$ cat src/rtl/uart_tx_pkg.sv
package uart_tx_pkg;

  typedef enum logic [2:0] {
    ST_IDLE,
    ST_LEAD,
    ST_START,
    ST_DATA,
    ST_PAR,
    ST_STOP,
    ST_HOLD
  } tx_state_e;

  localparam logic [2:0] PAR_NONE  = 3'd0;
  localparam logic [2:0] PAR_ODD   = 3'd1;
  localparam logic [2:0] PAR_EVEN  = 3'd2;
  localparam logic [2:0] PAR_MARK  = 3'd3;
  localparam logic [2:0] PAR_SPACE = 3'd4;

  localparam logic [1:0] FLOW_NONE = 2'd0;
  localparam logic [1:0] FLOW_HW   = 2'd1;
  localparam logic [1:0] FLOW_SW   = 2'd2;

endpackage

$ cat src/rtl/uart_tx_hold.sv
module uart_tx_hold #(
  parameter int DATA_W = 8
) (
  input  logic              clk,
  input  logic              rst_n,
  input  logic [DATA_W-1:0] in_data,
  input  logic              in_valid,
  output logic              in_ready,
  input  logic              take,
  output logic              full,
  output logic [DATA_W-1:0] data
);

  logic              full_q, full_d;
  logic [DATA_W-1:0] data_q, data_d;
  logic              accept;

  assign accept = in_valid && !full_q;

  always_comb begin
    full_d = full_q;
    data_d = data_q;
    if (take)   full_d = 1'b0;
    if (accept) begin
      full_d = 1'b1;
      data_d = in_data;
    end
  end

  always_ff @(posedge clk or negedge rst_n) begin
    if (!rst_n) begin
      full_q <= 1'b0;
      data_q <= '0;
    end else begin
      full_q <= full_d;
      data_q <= data_d;
    end
  end

  assign in_ready = !full_q;
  assign full     = full_q;
  assign data     = data_q;

  AST_HOLD_KEEPS: assert property (@(posedge clk) disable iff (!rst_n)
    (full_q && !take) |=> (full_q && $stable(data_q)));
  AST_TAKE_WHEN_FULL: assert property (@(posedge clk) disable iff (!rst_n)
    take |-> full_q);

endmodule

$ cat src/rtl/uart_tx_flow.sv
module uart_tx_flow import uart_tx_pkg::*; (
  input  logic       clk,
  input  logic       rst_n,
  input  logic [1:0] cfg_flow,
  input  logic       cts_n,
  input  logic       xoff_seen,
  input  logic       xon_seen,
  output logic       allow
);

  logic paused_q, paused_d;

  always_comb begin
    paused_d = paused_q;
    if (xoff_seen)     paused_d = 1'b1;
    else if (xon_seen) paused_d = 1'b0;
  end

  always_ff @(posedge clk or negedge rst_n) begin
    if (!rst_n) paused_q <= 1'b0;
    else        paused_q <= paused_d;
  end

  always_comb begin
    case (cfg_flow)
      FLOW_HW: allow = !cts_n;
      FLOW_SW: allow = !paused_q;
      default: allow = 1'b1;
    endcase
  end

  AST_XOFF_BLOCKS: assert property (@(posedge clk) disable iff (!rst_n)
    (cfg_flow == FLOW_SW && xoff_seen) |=> !allow);

endmodule

$ cat src/rtl/uart_tx_frame.sv
module uart_tx_frame import uart_tx_pkg::*; #(
  parameter int DATA_W = 8,
  parameter int OVS    = 16
) (
  input  logic              clk,
  input  logic              rst_n,
  input  logic              tick,
  input  logic [1:0]        cfg_bits,
  input  logic [2:0]        cfg_parity,
  input  logic [1:0]        cfg_stop,
  input  logic              cfg_rs485,
  input  logic              go,
  input  logic [DATA_W-1:0] hold_data,
  output logic              take,
  output logic              txd,
  output logic              drv_en,
  output logic              busy
);

  localparam int CNT_W    = $clog2(2 * OVS);
  localparam int IDX_W    = $clog2(DATA_W);
  localparam int MIN_BITS = DATA_W - 3;
  localparam logic [CNT_W-1:0] BIT_LAST = CNT_W'(OVS - 1);
  localparam logic [CNT_W-1:0] MID_LAST = CNT_W'(OVS + OVS / 2 - 1);
  localparam logic [CNT_W-1:0] TWO_LAST = CNT_W'(2 * OVS - 1);

  tx_state_e         state_q, state_d;
  logic [CNT_W-1:0]  cnt_q, cnt_d;
  logic [IDX_W-1:0]  idx_q, idx_d;
  logic [DATA_W-1:0] sh_q, sh_d;
  logic              par_q, par_d;
  logic [IDX_W-1:0]  idx_last;
  logic [DATA_W-1:0] masked;
  logic [CNT_W-1:0]  stop_last;
  logic              par_on, par_calc, load;

  assign idx_last = IDX_W'(MIN_BITS - 1) + IDX_W'(cfg_bits);

  always_comb begin
    for (int i = 0; i < DATA_W; i++)
      masked[i] = hold_data[i] & (IDX_W'(i) <= idx_last);
  end

  assign par_on = (cfg_parity == PAR_ODD) || (cfg_parity == PAR_EVEN) ||
                  (cfg_parity == PAR_MARK) || (cfg_parity == PAR_SPACE);

  always_comb begin
    case (cfg_parity)
      PAR_ODD:  par_calc = ~(^masked);
      PAR_EVEN: par_calc = ^masked;
      PAR_MARK: par_calc = 1'b1;
      default:  par_calc = 1'b0;
    endcase
  end

  always_comb begin
    case (cfg_stop)
      2'd0:    stop_last = BIT_LAST;
      2'd1:    stop_last = MID_LAST;
      default: stop_last = TWO_LAST;
    endcase
  end

  // next-state logic
  always_comb begin
    state_d = state_q;
    cnt_d   = cnt_q;
    idx_d   = idx_q;
    sh_d    = sh_q;
    par_d   = par_q;
    load    = 1'b0;
    case (state_q)
      ST_IDLE: begin
        if (go) begin
          if (cfg_rs485) begin
            state_d = ST_LEAD;
            cnt_d   = '0;
          end else begin
            load = 1'b1;
          end
        end
      end
      ST_LEAD: load = 1'b1;
      ST_START: begin
        if (cnt_q == BIT_LAST) begin
          cnt_d   = '0;
          idx_d   = '0;
          state_d = ST_DATA;
        end else begin
          cnt_d = cnt_q + 1'b1;
        end
      end
      ST_DATA: begin
        if (cnt_q == BIT_LAST) begin
          cnt_d = '0;
          sh_d  = sh_q >> 1;
          if (idx_q == idx_last) state_d = par_on ? ST_PAR : ST_STOP;
          else                   idx_d   = idx_q + 1'b1;
        end else begin
          cnt_d = cnt_q + 1'b1;
        end
      end
      ST_PAR: begin
        if (cnt_q == BIT_LAST) begin
          cnt_d   = '0;
          state_d = ST_STOP;
        end else begin
          cnt_d = cnt_q + 1'b1;
        end
      end
      ST_STOP: begin
        if (cnt_q == stop_last) begin
          cnt_d = '0;
          if (go)             load    = 1'b1;
          else if (cfg_rs485) state_d = ST_HOLD;
          else                state_d = ST_IDLE;
        end else begin
          cnt_d = cnt_q + 1'b1;
        end
      end
      ST_HOLD: begin
        if (go)                     load    = 1'b1;
        else if (cnt_q == BIT_LAST) state_d = ST_IDLE;
        else                        cnt_d   = cnt_q + 1'b1;
      end
      default: state_d = ST_IDLE;
    endcase
    if (load) begin
      state_d = ST_START;
      cnt_d   = '0;
      sh_d    = hold_data;
      par_d   = par_calc;
    end
  end

  assign take = tick && load;

  // registers, enabled by the tick
  always_ff @(posedge clk or negedge rst_n) begin
    if (!rst_n) begin
      state_q <= ST_IDLE;
      cnt_q   <= '0;
      idx_q   <= '0;
      sh_q    <= '0;
      par_q   <= 1'b0;
    end else if (tick) begin
      state_q <= state_d;
      cnt_q   <= cnt_d;
      idx_q   <= idx_d;
      sh_q    <= sh_d;
      par_q   <= par_d;
    end
  end

  always_comb begin
    case (state_q)
      ST_START: txd = 1'b0;
      ST_DATA:  txd = sh_q[0];
      ST_PAR:   txd = par_q;
      default:  txd = 1'b1;
    endcase
  end

  assign busy   = (state_q != ST_IDLE);
  assign drv_en = cfg_rs485 && busy;

  AST_TICK_GATES_STATE: assert property (@(posedge clk) disable iff (!rst_n)
    !tick |=> $stable(state_q));
  AST_LEAD_BEFORE_START: assert property (@(posedge clk) disable iff (!rst_n)
    (cfg_rs485 && $fell(txd)) |-> $past(drv_en));
  AST_DE_COVERS_LOW: assert property (@(posedge clk) disable iff (!rst_n)
    (cfg_rs485 && !txd) |-> drv_en);

endmodule

$ cat src/rtl/uart_tx_rs485.sv
module uart_tx_rs485 import uart_tx_pkg::*; #(
  parameter int DATA_W = 8,
  parameter int OVS    = 16
) (
  input  logic              clk,
  input  logic              rst_n,
  input  logic              tick,
  input  logic [DATA_W-1:0] in_data,
  input  logic              in_valid,
  output logic              in_ready,
  input  logic [1:0]        cfg_bits,
  input  logic [2:0]        cfg_parity,
  input  logic [1:0]        cfg_stop,
  input  logic [1:0]        cfg_flow,
  input  logic              cfg_rs485,
  input  logic              cts_n,
  input  logic              xoff_seen,
  input  logic              xon_seen,
  output logic              txd,
  output logic              drv_en,
  output logic              busy
);

  logic [1:0]        rst_sync_q;
  logic              rst_int_n;
  logic              hold_full, take, allow;
  logic [DATA_W-1:0] hold_data;

  always_ff @(posedge clk or negedge rst_n) begin
    if (!rst_n) rst_sync_q <= 2'b00;
    else        rst_sync_q <= {rst_sync_q[0], 1'b1};
  end
  assign rst_int_n = rst_sync_q[1];

  uart_tx_hold #(.DATA_W(DATA_W)) i_hold (
    .clk      (clk),
    .rst_n    (rst_int_n),
    .in_data  (in_data),
    .in_valid (in_valid),
    .in_ready (in_ready),
    .take     (take),
    .full     (hold_full),
    .data     (hold_data)
  );

  uart_tx_flow i_flow (
    .clk       (clk),
    .rst_n     (rst_int_n),
    .cfg_flow  (cfg_flow),
    .cts_n     (cts_n),
    .xoff_seen (xoff_seen),
    .xon_seen  (xon_seen),
    .allow     (allow)
  );

  uart_tx_frame #(.DATA_W(DATA_W), .OVS(OVS)) i_frame (
    .clk        (clk),
    .rst_n      (rst_int_n),
    .tick       (tick),
    .cfg_bits   (cfg_bits),
    .cfg_parity (cfg_parity),
    .cfg_stop   (cfg_stop),
    .cfg_rs485  (cfg_rs485),
    .go         (hold_full && allow),
    .hold_data  (hold_data),
    .take       (take),
    .txd        (txd),
    .drv_en     (drv_en),
    .busy       (busy)
  );

  AST_LAUNCH_GATED: assert property (@(posedge clk) disable iff (!rst_int_n)
    $rose(busy) |-> $past(allow));
  AST_IDLE_LINE_HIGH: assert property (@(posedge clk) disable iff (!rst_int_n)
    !busy |-> (txd && !drv_en));

endmodule

$ cat config.mk
export PLATFORM = sky130hd
export DESIGN_NAME = uart_tx_rs485
export DESIGN_NICKNAME = d
export VERILOG_FILES = /design/src/rtl/uart_tx_pkg.sv /design/src/rtl/uart_tx_hold.sv /design/src/rtl/uart_tx_flow.sv /design/src/rtl/uart_tx_frame.sv /design/src/rtl/uart_tx_rs485.sv
export SDC_FILE = /design/constraint.sdc
export NUM_CORES = 1
export LEC_CHECK = 0
export ABC_AREA = 1
export ABC_CLOCK_PERIOD_IN_PS = 2060
export BUFFER_PORTS_ARGS = -buffer_cell sky130_fd_sc_hd__clkbuf_2
export CORE_MARGIN = 4
export CORE_UTILIZATION = 30
export CTS_BUF_LIST = sky130_fd_sc_hd__clkbuf_16
export DETAILED_ROUTE_END_ITERATION = 16
export PLACE_DENSITY = 0.48
export SLEW_MARGIN = 40
export SYNTH_ARGS = -nofsm -noshare
export SYNTH_HDL_FRONTEND = slang
export SYNTH_SLANG_ARGS = --single-unit
export TNS_END_PERCENT = 5
$ cat constraint.sdc
create_clock -name clk -period 2.06 [get_ports clk]
set_clock_uncertainty 0.2 [all_clocks]
set_input_delay 0.412 -clock clk [delete_from_list [all_inputs] [get_ports clk]]
set_output_delay 0.412 -clock clk [all_outputs]
set_load 0.01 [all_outputs]
Word-level counts from Yosys, hierarchy flattened:

Cells that the tools add are included.

* word-level logic and storage cells: 127
* register bits after elaboration: 32

* reduce and logical (&&, ||, !) cells: 26
* bitwise gates (word level): 9
* add/sub/neg operators: 3
* order comparisons: 8
* multiplexer cells: 41
* equal/unequal tests: 31

Operator list (number)
* 3-bit 2-to-1 mux: 14
* 5-bit 2-to-1 mux: 7
* 8-bit 2-to-1 mux: 3
* 3-bit by 1-bit != test with 1-bit output (second input constant): 7
* 3-bit case mux with 7 select lines: 1
* 5-bit case mux with 4 select lines: 1
* 3-bit by 2-bit == test with 1-bit output (second input constant): 4
* 3-bit == test (second input constant): 4
* 3-bit <= comparator (first input constant): 4
* 12-bit AND reduction: 1
* 5-bit case mux with 2 select lines: 1
* 2-bit nonzero test: 5
* 1-bit 2-to-1 mux: 9
* 1-bit AND: 8
* 8-bit XOR reduction: 1
* 3-bit by 1-bit == test with 1-bit output (second input constant): 2
* 1-bit by 3-bit <= comparator with 1-bit output (first input constant): 2
* 2-bit by 3-bit <= comparator with 1-bit output (first input constant): 2
* 2-bit by 1-bit != test with 1-bit output (second input constant): 3
* 3-bit by 2-bit != test with 1-bit output (second input constant): 2
* 3-bit != test (second input constant): 2
* 1-bit case mux with 3 select lines: 2
* 3-bit case mux with 2 select lines: 1
* 6-bit AND reduction: 1
* 23 further kinds: 31

Depth between registers and ports, before layout:

Gate-level depths: netlist of run 1.

* depth after elaboration: 9
* mapped depth: 14
* mapped depth without buffers: 13

By module:

A second synthesis of run 1 with hierarchy kept.

* cell total of the unflattened synthesis: 319
* area, all modules: 2284.7 µm²

Modules (own cells, without submodules)
* uart_tx_frame: instances 1, cells each 264, area an instance 1751.7 µm²
* uart_tx_hold: instances 1, cells each 38, area an instance 371.6 µm²
* uart_tx_flow: instances 1, cells each 12, area an instance 100.1 µm²
* uart_tx_rs485: instances 1, cells each 5, area an instance 61.3 µm²

Worst setup path after synthesis of run 1:

OpenSTA, ideal clock, no wires.

* kind: flip-flop to flip-flop
* start: register i_frame.cnt_q[0]
* end: register i_frame.cnt_q[2]
* stages on the path, launching flop included: 12
* arrival time: 1.540 ns
* setup slack: 0.203 ns
* required time: 1.743 ns
* path through: dfrtp_1 ha_1 nand2_2 nor2_4 ha_1 inv_1 or2_1 nand2_1 nor2_2 inv_1 nand2_1 nand2_1

* longest elaborated chain between the ends: 5
* elaborated cells on any way between the ends: 17
* classes of those cells: add/sub (1); eq/ne (6); mux (8); reduce/logical (2)

RTL lines
* start: declaration: line uart_tx_frame.sv:28 `logic [CNT_W-1:0] cnt_q, cnt_d;`
* start signal: assignment: line uart_tx_frame.sv:148 `cnt_q <= cnt_d;`
* 5-bit by 1-bit adder with 5-bit output / 5-bit == test (equally long branches)
* 5-bit 2-to-1 mux / 1-bit 2-to-1 mux (equally long branches): line uart_tx_frame.sv:123, uart_tx_frame.sv:112
* 5-bit 2-to-1 mux / 1-bit case mux with 4 select lines (equally long branches): line uart_tx_frame.sv:122, uart_tx_frame.sv:72
* 5-bit case mux with 4 select lines (tied with other cells): line uart_tx_frame.sv:72 `case (state_q)`
* 5-bit 2-to-1 mux / 6-bit AND reduction (equally long branches)

Several ways; a longest one is shown, not always the timed one. The select of a mux whose other input is x is not followed.
A chain may end at the register's enable or synchronous reset.

Worst setup path in the final report of run 1:

* start: register i_frame.state_q[1]
* end: output txd

* longest elaborated chain between the ends: 2
* elaborated cells on any way between the ends: 4
* classes of those cells: eq/ne (3); mux (1)

RTL lines
* start: declaration: line uart_tx_frame.sv:27 `tx_state_e state_q, state_d;`
* start signal: assignment: line uart_tx_frame.sv:147 `state_q <= state_d;`
* 3-bit == test / 3-bit by 2-bit == test with 1-bit output (equally long branches): line uart_tx_frame.sv:156 `case (state_q)`
* 1-bit case mux with 3 select lines (*): line uart_tx_frame.sv:156
* end: declaration: line uart_tx_rs485.sv:19 `output logic txd,`

Mark *: on every way between the ends. The rest lies on a longest branch, timed or not.

==> out/summary.txt, run 1 <==
MIN PATH
------------------------------------------------------------------------------------
Worst min path class                                                    reg -> async

LAYOUT
------------------------------------------------------------------------------------
Net count, final                                                                 368
Number of fill cells                                                             721
Share of layout cells above drive strength 1                                   24.9%
Most common cell after layout, fill and taps aside                      sky130_fd_sc_hd__nand2_1
Post-Layout Cell Count                                                           434
Growth of design area from synthesis to finish                                 24.8%
Final antenna diode count                                                          0
Final core occ                                                                 38.6%
Commonest cells after routing, fill and taps aside                      100 x sky130_fd_sc_hd__nand2_1, 40 x sky130_fd_sc_hd__nand3_1, 34 x sky130_fd_sc_hd__inv_1

CRITICAL PATH
------------------------------------------------------------------------------------
Crit path required time                                                      1450 ps
Path type of the worst setup path                                         reg -> out
Data arrival at the endpoint of the critical path                            1340 ps
Crit-path max FO                                                                   6
CP max stage delay                                                            500 ps
CP max-delay cell                                                       sky130_fd_sc_hd__dfrtp_1
Worst Setup End Kind                                                      output pin
Cell Chain, Critical Path                                               nand2_2 -> nor2_2 -> nand2_1 -> nand3_1 -> clkbuf_2
Buf+Inv Stages, Crit Path                                                          1
Startpoint types                                                           flip-flop
Gate family responsible for the most delay along the worst path           flip-flops

POWER
------------------------------------------------------------------------------------
Power Dens Cells                                                        1300 nW/um^2
Worst voltage drop across the vdd grid                                      0.592 mV
Leakage power                                                             0.00143 uW

ROUTE
------------------------------------------------------------------------------------
Post-Route WL                                                                5.16 mm
Starting DRC count in detailed routing                                            57
DR WL/cell                                                                   11.9 um
Via count                                                                      1,886
Number of antenna-violating nets in the routed design                              0
First-pass iteration count of the detailed router                                  4
DRC violations left                                                                0
Via density per instance                                                        4.35

CTS
------------------------------------------------------------------------------------
CTS sink cnt                                                                      32
CTS tree                                                                       built
Number of CTS-inserted buffers                                                     5
CTS clock-pin slew for the worst setup and hold paths                          60 ps
Source-to-sink clock delay at the later pin of the worst-skew pair            280 ps
CTS Root Cell                                                           sky130_fd_sc_hd__clkbuf_16
Number of buffers on the longest clock path                                        2
H-tree lvl count                                                                   2

STA
------------------------------------------------------------------------------------
Final number of hold-violating endpoints                                           0
Pins over their slew limit                                                         0
Min Clock Period, post-route                                                 1960 ps
Final Setup Violations                                                             0
Maximum clock frequency                                                      511 MHz
Final worst-path cycle share                                                   95.0%
Final setup slack of the worst path                                           104 ps

YOSYS
------------------------------------------------------------------------------------
Synth cell types                                                                  32
Leading cell types by total area after synthesis                        sky130_fd_sc_hd__dfrtp_1 38%, sky130_fd_sc_hd__nand2_1 18%, sky130_fd_sc_hd__nand3_1 9.5%
Mean post-synth cell area                                                 7.28 sq um
Flops & latches, synth                                                            32
Number of synthesized flops with an enable pin                                     0
Leading area contributor after synthesis                                sky130_fd_sc_hd__dfrtp_1
Number of warnings reported in the yosys synthesis log                             0
Proportion of synthesized flip-flops having asynchronous set or reset           100%
Synthesized area                                                          2110 sq um
Predominant post-synthesis flop cell                                    sky130_fd_sc_hd__dfrtp_1
Gate count of the mapped netlist                                                 290
Proportion of netlist area held by the largest area contributor                37.9%
Sequential share of the synthesized area                                       37.9%
Net count after synthesis                                                        321

GLOBAL ROUTE
------------------------------------------------------------------------------------
Global route overflow                                                              0
Initial antenna violation count                                                    0
GRT Resource Usage Total                                                       13.0%
Wire length of the first global-routing pass                                 8.76 mm
Maximum number of pins on one net before global-route repair                      31
Via count of the first global-routing pass                                     1,905

DIE
------------------------------------------------------------------------------------
Site Rows                                                                         30
Die height                                                                   91.9 um
Die boundary width                                                           91.9 um
Area of the placeable core                                                6830 sq um
Effective utilization at floorplan                                             30.9%
Overall die area                                                          8440 sq um
Top-Level Pins                                                                    29

PLACEMENT
------------------------------------------------------------------------------------
IO Port Bufs                                                                      28
Count of placed standard cells including taps                                    423
GP Congestion                                                                  0.834
Half-perimeter wire length of the detailed placement result                  3.86 mm
Setup WS pre-CTS                                                            -11.0 ps

OUTCOME
------------------------------------------------------------------------------------
Outcome                                                                    completed

JOB
------------------------------------------------------------------------------------
Max-cap viol count                                                                 0

-- worst register-to-register path: stages (launching register included) --
cell	delay (ps)
sky130_fd_sc_hd__dfrtp_1	400
sky130_fd_sc_hd__ha_4	170
sky130_fd_sc_hd__nand2_2	60
sky130_fd_sc_hd__nor2_4	100
sky130_fd_sc_hd__ha_2	210
sky130_fd_sc_hd__inv_1	50
sky130_fd_sc_hd__nand2_1	100
sky130_fd_sc_hd__nand4_1	150
sky130_fd_sc_hd__inv_1	80
sky130_fd_sc_hd__nand3_1	120
sky130_fd_sc_hd__nand2_1	90
sky130_fd_sc_hd__nand2_1	40
-- kinds of logic after synthesis --
group | after synthesis | share of synthesized area [%]
xor+xnor | 8 | 3.32
mux | 6 | 3.20
flops | 32 | 37.9
compound gates | 16 | 4.27
fa+ha+maj | 6 | 3.56
other cells | 1 | 0.178
buf+inv | 43 | 8.95
simple gates | 178 | 38.6
-- where the power goes --
| group | leakage (uW) | switching, uW | internal [uW] |
|---|---|---|---|
| Sequential | 0.000385 | 220 | 835 |
| Clock | 0.0000687 | 280 | 439 |
| Combinational | 0.000978 | 967 | 681 |
-- cell usage after synthesis, types with 2 or more instances --
library cell	count
sky130_fd_sc_hd__a21oi_1	5
sky130_fd_sc_hd__buf_6	3
sky130_fd_sc_hd__dfrtp_1	32
sky130_fd_sc_hd__ha_1	6
sky130_fd_sc_hd__inv_1	33
sky130_fd_sc_hd__inv_2	5
sky130_fd_sc_hd__mux2_2	6
sky130_fd_sc_hd__nand2_1	100
sky130_fd_sc_hd__nand2_2	8
sky130_fd_sc_hd__nand3_1	40
sky130_fd_sc_hd__nand3b_1	4
sky130_fd_sc_hd__nand4_1	2
sky130_fd_sc_hd__nor2_1	12
sky130_fd_sc_hd__nor2_2	2
sky130_fd_sc_hd__nor2_4	2
sky130_fd_sc_hd__nor3_1	3
sky130_fd_sc_hd__o21ai_0	6
sky130_fd_sc_hd__xnor2_1	3
sky130_fd_sc_hd__xor2_1	5
-- sequential cells by signal, indices dropped and copies added (netlist names) --
| name | count |
|---|---|
| i_frame.idx_q | 3 |
| i_frame.sh_q | 8 |
| i_flow.paused_q | 1 |
| i_frame.state_q | 3 |
| i_hold.data | 8 |
| i_hold.full | 1 |
| i_frame.par_q | 1 |
| i_frame.cnt_q | 5 |
| rst_sync_q | 2 |
-- repair_timing --
action                                  CTS  global route
endpoints found under the setup margin    4            17
buffers inserted                          0             2
resized for setup                         1             9
hold buffers                              1             0
hold endpoints to repair                  2             0
-- final timing paths --
check,start,endpoint,slack (ps),cells past startpoint
worst max-delay path,i_frame.state_q[1]$_DFFE_PN0P_,txd,100,5
min in group clk,xon_seen,i_flow.paused_q$_DFFE_PN0P_,110,2
worst min-delay path,rst_sync_q[1]$_DFF_PN0_,i_frame.sh_q[3]$_DFFE_PN0P_,70,1
worst max register to register,i_frame.cnt_q[0]$_DFFE_PN0P_,i_frame.state_q[2]$_DFFE_PN0P_,170,11
max in group asynchronous,rst_sync_q[1]$_DFF_PN0_,i_frame.state_q[2]$_DFFE_PN0P_,1270,1
worst min register to register,rst_sync_q[1]$_DFF_PN0_,i_frame.sh_q[3]$_DFFE_PN0P_,70,1
-- layout make-up --
| type | count | area [sq um] | area share, % |
|---|---|---|---|
| Tap cell | 96 | 120 | 4.56 |
| Inverter | 39 | 151 | 5.75 |
| Clock buffer | 5 | 125 | 4.75 |
| Sequential cell | 32 | 803 | 30.5 |
| Clock inverter | 3 | 15.0 | 0.570 |
| Multi-Input combinational cell | 215 | 1160 | 43.9 |
| Timing Repair Buffer | 44 | 263 | 9.98 |
-- metal layers --
metal	up-vias	wire length, um	track usage, %
met5	-	0	0
met2	32	2510	21.7
met1	838	2400	16.1
met3	6	190	3.20
li1	1010	-	-
met4	0	55	4.95
-- per-stage QoR --
step,cell area (sq um),hold slack [ps],setup TNS (ps),total power [uW]
finish,2630,66.0,0,3420
detailed placement,2430,-1.13,-16.0,2640
CTS,2590,84.4,0,3390
floorplan,2110,-83.6,0,2200
global placement,2430,-1.33,-1.16,2620
global route,2630,135,-41.9,3730
Note: power is estimated with default switching activity, not from simulation.
==> run 2, diff against run 1 <==
--- a/config.mk
+++ b/config.mk
@@ -8,6 +8,7 @@
 export ABC_AREA = 1
 export ABC_CLOCK_PERIOD_IN_PS = 2060
 export BUFFER_PORTS_ARGS = -buffer_cell sky130_fd_sc_hd__clkbuf_2
+export CORE_ASPECT_RATIO = 1.1
 export CORE_MARGIN = 4
 export CORE_UTILIZATION = 30
 export CTS_BUF_LIST = sky130_fd_sc_hd__clkbuf_16
==> out/summary.txt, run 2 (synthesized netlist as in run 1, its figures left out) <==
GLOBAL ROUTE
---------------------------------------------------------------------------------
Met1 Usage GRT                                                              15.8%   was 16.1%
Global route overflow                                                           0   unchanged
GRT Resource Usage Total                                                    12.8%   was 13.0%
Maximum number of pins on one net before global-route repair                   31   unchanged
Busiest grt layer                                                            met2   unchanged
Initial antenna violation count                                                 0   unchanged
Via count of the first global-routing pass                                  1,895   was 1,905
Wire length of the first global-routing pass                              8.42 mm   was 8.76 mm
Fraction of met2 tracks used by global routing                              21.7%   about the same
Met3 layer usage reported by global route                                   3.08%   was 3.20%

POWER
---------------------------------------------------------------------------------
Internal Pwr Total                                                        2060 uW   was 1950 uW
Part of the total power dissipated in the clock network                     23.5%   was 21.0%
Net switching fraction of the power                                         40.6%   was 42.9%
Net switching component of the power                                      1400 uW   was 1470 uW
Combinational group share of total power                                    46.3%   was 48.2%
Worst voltage drop across the vdd grid                                   0.534 mV   was 0.592 mV
Power share of the sequential group                                         30.3%   was 30.8%
Total design power                                                        3460 uW   was 3420 uW
Power Dens Cells                                                     1330 nW/um^2   was 1300 nW/um^2
Leakage power                                                          0.00143 uW   about the same

CRITICAL PATH
---------------------------------------------------------------------------------
Path type of the worst setup path                                      reg -> out   unchanged
Crit path required time                                                   1450 ps   about the same
Worst r2r src                                                        i_frame.cnt_q[1]$_DFFE_PN0P_   was i_frame.cnt_q[0]$_DFFE_PN0P_
CP max stage delay                                                         510 ps   was 500 ps
Worst Setup End Kind                                                   output pin   unchanged
CP max-delay cell                                                    sky130_fd_sc_hd__dfrtp_1   unchanged
Data arrival at the endpoint of the critical path                         1360 ps   was 1340 ps
Cell Chain, Critical Path                                            nand2_2 -> nand2_1 -> nand3_1 -> clkbuf_2   was nand2_2 -> nor2_2 -> nand2_1 -> nand3_1 -> clkbuf_2
Crit-path max FO                                                                6   unchanged
Reg-to-reg setup timing slack                                              190 ps   was 170 ps
Buf+Inv Stages, Crit Path                                                       1   unchanged
Critical Path Start                                                  i_frame.state_q[1]$_DFFE_PN0P_   unchanged
Startpoint types                                                        flip-flop   unchanged
Gate family responsible for the most delay along the worst path        flip-flops   unchanged

STA
---------------------------------------------------------------------------------
Final setup slack of the worst path                                       84.6 ps   was 104 ps
Final worst-path cycle share                                                95.9%   was 95.0%
Pins over their slew limit                                                      0   unchanged
Sum of negative setup slack                                                  0 ps   unchanged
Final number of hold-violating endpoints                                        0   unchanged
Maximum clock frequency                                                   506 MHz   was 511 MHz
RSZ-0062 raised after global routing                                         true
Min Clock Period, post-route                                              1980 ps   was 1960 ps
Final Setup Violations                                                          0   unchanged

CTS
---------------------------------------------------------------------------------
Number of CTS-inserted buffers                                                  5   unchanged
CTS tree                                                                    built   unchanged
Number of buffers on the longest clock path                                     2   unchanged
H-tree lvl count                                                                2   unchanged
CTS clock-pin slew for the worst setup and hold paths                       50 ps   was 60 ps
Source-to-sink clock delay at the later pin of the worst-skew pair         270 ps   was 280 ps
CTS Root Cell                                                        sky130_fd_sc_hd__clkbuf_16   unchanged
CTS sink cnt                                                                   32   unchanged

PLACEMENT
---------------------------------------------------------------------------------
GP Congestion                                                               0.881   was 0.834
Half-perimeter wire length of the detailed placement result               3.82 mm   was 3.86 mm
IO Port Bufs                                                                   28   unchanged
Setup WS pre-CTS                                                          5.57 ps   was -11.0 ps

ROUTE
---------------------------------------------------------------------------------
Via density per instance                                                     4.52   was 4.35
DRC violations left                                                             0   unchanged
Post-Route WL                                                             4.78 mm   was 5.16 mm
DR WL/cell                                                                11.5 um   was 11.9 um
First-pass iteration count of the detailed router                               4   unchanged
Starting DRC count in detailed routing                                         80   was 57
Number of antenna-violating nets in the routed design                           0   unchanged
Via count                                                                   1,884   was 1,886

LAYOUT
---------------------------------------------------------------------------------
Seq. cell area                                                          803 sq um   unchanged
Most common cell after layout, fill and taps aside                   sky130_fd_sc_hd__nand2_1   unchanged
Net count, final                                                              365   was 368
Final core occ                                                              38.9%   was 38.6%
Share of layout cells above drive strength 1                                23.6%   was 24.9%
Number of fill cells                                                          713   was 721
Growth of design area from synthesis to finish                              23.7%   was 24.8%
Commonest cells after routing, fill and taps aside                   100 x sky130_fd_sc_hd__nand2_1, 40 x sky130_fd_sc_hd__nand3_1, 33 x sky130_fd_sc_hd__inv_1   was 100 x sky130_fd_sc_hd__nand2_1, 40 x sky130_fd_sc_hd__nand3_1, 34 x sky130_fd_sc_hd__inv_1
Total area of multi-input combinational cells                          1150 sq um   was 1160 sq um
Final antenna diode count                                                       0   unchanged

DIE
---------------------------------------------------------------------------------
Overall die area                                                       8440 sq um   about the same
Die height                                                                96.0 um   was 91.9 um
Area of the placeable core                                             6710 sq um   was 6830 sq um
Top-Level Pins                                                                 29   unchanged
Effective utilization at floorplan                                          31.5%   was 30.9%
Die boundary width                                                        88.0 um   was 91.9 um
Site Rows                                                                      31   was 30

OUTCOME
---------------------------------------------------------------------------------
Outcome                                                                 completed   unchanged

JOB
---------------------------------------------------------------------------------
Max-cap viol count                                                              0   unchanged

MIN PATH
---------------------------------------------------------------------------------
Worst min path class                                                 reg -> async   unchanged

[run 2: cell types whose count changed in the layout (fill, tap and decap cells not counted)]
cell and change:
sky130_fd_sc_hd__buf_4 -3, sky130_fd_sc_hd__bufinv_16 +1, sky130_fd_sc_hd__clkinv_1 +1, sky130_fd_sc_hd__clkinvlp_4 -1, sky130_fd_sc_hd__ha_1 +1, sky130_fd_sc_hd__ha_2 -1
sky130_fd_sc_hd__inv_1 -1, sky130_fd_sc_hd__nor2_1 +1, sky130_fd_sc_hd__nor2_2 -1
[run 2: per-stage QoR]
| step | hold slack [ps] | cell area, sq um | cells |
|---|---|---|---|
| after global routing | 125 | 2610 | 417 |
| after detailed placement | -0.735 | 2400 | 407 |
| after CTS | 72.7 | 2570 | 416 |
| after floorplan | -83.6 | 2110 | 290 |
| final | 55.1 | 2610 | 417 |
| after global placement | -1.95 | 2400 | 407 |
[run 2: routing by layer]
layer / wire length [um] / part of all wire (%) / vias to the layer above
met5: 0 / 0 / -
met3: 188 / 3.9 / 7
met4: 72 / 1.5 / 0
li1: - / - / 1001
met2: 2330 / 49 / 31
met1: 2180 / 46 / 845
[run 2: worst paths after layout]
check	end	cells past startpoint
worst max-delay path	txd	4
worst min-delay path	i_frame.sh_q[4]$_DFFE_PN0P_	1
min in group clk	i_flow.paused_q$_DFFE_PN0P_	2
worst max register to register	i_frame.sh_q[4]$_DFFE_PN0P_	10
max in group asynchronous	i_frame.state_q[0]$_DFFE_PN0P_	1
worst min register to register	i_frame.sh_q[4]$_DFFE_PN0P_	1
[run 2: area by class of cell]
type / count / share of cell area (%)
inverters: 39 / 5.80
multi-input cells: 215 / 44.1
repair buffers: 41 / 9.20
clock inverters: 3 / 1.44
flip-flops and latches: 32 / 30.8
clock buffers: 5 / 4.79
well taps: 82 / 3.93
[run 2: power by group through the flow]
stage,Combinational [uW],Sequential [uW],Clock [uW]
2_1_floorplan,1200,992,0
3_3_place_gp,1560,1050,0
3_5_place_dp,1570,1050,0
4_1_cts,1570,1040,842
5_1_grt,1870,1080,873
6_report,1600,1050,813
[run 2: what timing repair did]
item,CTS,global route
hold endpoints to repair,2,0
hold buffers,1,0
setup endpoints to repair,0,18
buffers inserted,0,1
gates resized for setup,0,8
==> run 3, diff against run 2 <==
==> constraint.sdc (replaced) <==
create_clock -name clk -period 2.06 [get_ports clk]
set_clock_uncertainty 0.2 [all_clocks]
set_input_delay 0.412 -clock clk [delete_from_list [all_inputs] [get_ports clk]]
set_output_delay 0.412 -clock clk [all_outputs]
set_load 0.02 [all_outputs]
==> out/summary.txt, run 3 (synthesized netlist as in run 1, its figures left out) <==
CTS
---------------------------------------------------------------------------------
H-tree lvl count                                                                2   unchanged
Number of buffers on the longest clock path                                     2   unchanged
Number of CTS-inserted buffers                                                  5   unchanged
CTS clock-pin slew for the worst setup and hold paths                       50 ps   about the same
Source-to-sink clock delay at the later pin of the worst-skew pair         270 ps   about the same
CTS sink cnt                                                                   32   unchanged
CTS Root Cell                                                        sky130_fd_sc_hd__clkbuf_16   unchanged
CTS tree                                                                    built   unchanged

ROUTE
---------------------------------------------------------------------------------
Via count                                                                   1,882   was 1,884
Post-Route WL                                                             4.78 mm   about the same
Starting DRC count in detailed routing                                         82   was 80
DR WL/cell                                                                11.5 um   about the same
Number of antenna-violating nets in the routed design                           0   unchanged
DRC violations left                                                             0   unchanged
Via density per instance                                                     4.51   was 4.52
First-pass iteration count of the detailed router                               4   unchanged

STA
---------------------------------------------------------------------------------
Maximum clock frequency                                                   506 MHz   about the same
Min Clock Period, post-route                                              1980 ps   about the same
Final worst-path cycle share                                                96.0%   was 95.9%
Pins over their slew limit                                                      0   unchanged
Final number of hold-violating endpoints                                        0   unchanged
Final Setup Violations                                                          0   unchanged
Final setup slack of the worst path                                       83.0 ps   was 84.6 ps

DIE
---------------------------------------------------------------------------------
Area of the placeable core                                             6710 sq um   unchanged
Site Rows                                                                      31   unchanged
Effective utilization at floorplan                                          31.5%   unchanged
Top-Level Pins                                                                 29   unchanged
Overall die area                                                       8440 sq um   unchanged
Die boundary width                                                        88.0 um   unchanged
Die height                                                                96.0 um   unchanged

GLOBAL ROUTE
---------------------------------------------------------------------------------
Maximum number of pins on one net before global-route repair                   31   unchanged
Wire length of the first global-routing pass                              8.42 mm   unchanged
Initial antenna violation count                                                 0   unchanged
Global route overflow                                                           0   unchanged
GRT Resource Usage Total                                                    12.8%   unchanged
Via count of the first global-routing pass                                  1,895   unchanged

JOB
---------------------------------------------------------------------------------
Max-cap viol count                                                              0   unchanged

LAYOUT
---------------------------------------------------------------------------------
Number of fill cells                                                          712   was 713
Growth of design area from synthesis to finish                              24.0%   was 23.7%
Final antenna diode count                                                       0   unchanged
Net count, final                                                              365   unchanged
Commonest cells after routing, fill and taps aside                   100 x sky130_fd_sc_hd__nand2_1, 40 x sky130_fd_sc_hd__nand3_1, 32 x sky130_fd_sc_hd__inv_1   was 100 x sky130_fd_sc_hd__nand2_1, 40 x sky130_fd_sc_hd__nand3_1, 33 x sky130_fd_sc_hd__inv_1
Post-Layout Cell Count                                                        417   unchanged
Fin area                                                               2620 sq um   was 2610 sq um
Final core occ                                                              39.0%   was 38.9%
Share of layout cells above drive strength 1                                24.2%   was 23.6%
Most common cell after layout, fill and taps aside                   sky130_fd_sc_hd__nand2_1   unchanged

POWER
---------------------------------------------------------------------------------
Worst voltage drop across the vdd grid                                   0.544 mV   was 0.534 mV
Power Dens Cells                                                     1340 nW/um^2   was 1330 nW/um^2
Leakage power                                                          0.00143 uW   about the same

CRITICAL PATH
---------------------------------------------------------------------------------
Startpoint types                                                        flip-flop   unchanged
Data arrival at the endpoint of the critical path                         1370 ps   was 1360 ps
Crit path required time                                                   1450 ps   about the same
Path type of the worst setup path                                      reg -> out   unchanged
Crit-path max FO                                                                7   was 6
Worst Setup End Kind                                                   output pin   unchanged

PLACEMENT
---------------------------------------------------------------------------------
Setup WS pre-CTS                                                          5.57 ps   unchanged
Count of placed standard cells including taps                                 407   unchanged
GP Congestion                                                               0.881   unchanged
IO Port Bufs                                                                   28   unchanged
Placed cell areas                                                      2400 sq um   unchanged
Half-perimeter wire length of the detailed placement result               3.82 mm   unchanged

MIN PATH
---------------------------------------------------------------------------------
Worst min path class                                                 reg -> async   unchanged

OUTCOME
---------------------------------------------------------------------------------
Outcome                                                                 completed   unchanged

## run 3: stage by stage
step,TNS (ps),power (uW),hold slack [ps]
after detailed placement,0,2660,-0.735
after CTS,0,3500,72.7
after global routing,-0.610,3870,125
final,0,3510,55.0
after global placement,0,2650,-1.95
after floorplan,0,2230,-83.6
## run 3: worst paths after layout
path | cells after the start | startpoint | endpoint | slack (ps)
max | 5 | i_frame.state_q[0]$_DFFE_PN0P_ | txd | 80
min | 1 | rst_sync_q[1]$_DFF_PN0_ | i_frame.sh_q[4]$_DFFE_PN0P_ | 60
max reg2reg | 10 | i_frame.cnt_q[1]$_DFFE_PN0P_ | i_frame.sh_q[4]$_DFFE_PN0P_ | 180
min reg2reg | 1 | rst_sync_q[1]$_DFF_PN0_ | i_frame.sh_q[4]$_DFFE_PN0P_ | 60
max in group asynchronous | 1 | rst_sync_q[1]$_DFF_PN0_ | i_frame.state_q[1]$_DFFE_PN0P_ | 1290
min in group clk | 2 | xon_seen | i_flow.paused_q$_DFFE_PN0P_ | 130
## run 3: critical path: stages, from the launching register on
cell	delay, ps
sky130_fd_sc_hd__dfrtp_2	470
sky130_fd_sc_hd__nor2_4	140
sky130_fd_sc_hd__nand2_1	80
sky130_fd_sc_hd__nand2_1	120
sky130_fd_sc_hd__nand3_1	110
sky130_fd_sc_hd__buf_2	170
## run 3: area by class of cell
cell class | count | area [sq um] | share of cell area, %
well taps | 82 | 103 | 3.92
multi-input cells | 215 | 1160 | 44.2
flip-flops and latches | 32 | 805 | 30.7
inverters | 39 | 151 | 5.78
clock inverters | 3 | 37.5 | 1.43
clock buffers | 5 | 125 | 4.78
repair buffers | 41 | 240 | 9.18
## run 3: what timing repair did
action	4_1_cts	5_1_grt
gates resized for setup	1	11
buffers inserted	0	1
hold buffers	1	0
endpoints found under the setup margin	1	19
endpoints found under the hold margin	2	0
## run 3: report_power, final
part / total [uW] / internal [uW] / switching [uW]
Clock: 813 / 561 / 252
Combinational: 1640 / 668 / 974
Sequential: 1060 / 837 / 219
Total: 3510 / 2070 / 1450
## run 3: metal layers
| metal | track usage, % | vias up | share of wire, % |
|---|---|---|---|
| li1 | - | 1000 | - |
| met2 | 21.7 | 30 | 49 |
| met4 | 4.48 | 0 | 1.5 |
| met5 | 0 | - | 0 |
| met3 | 3.08 | 7 | 3.8 |
| met1 | 15.8 | 845 | 46 |
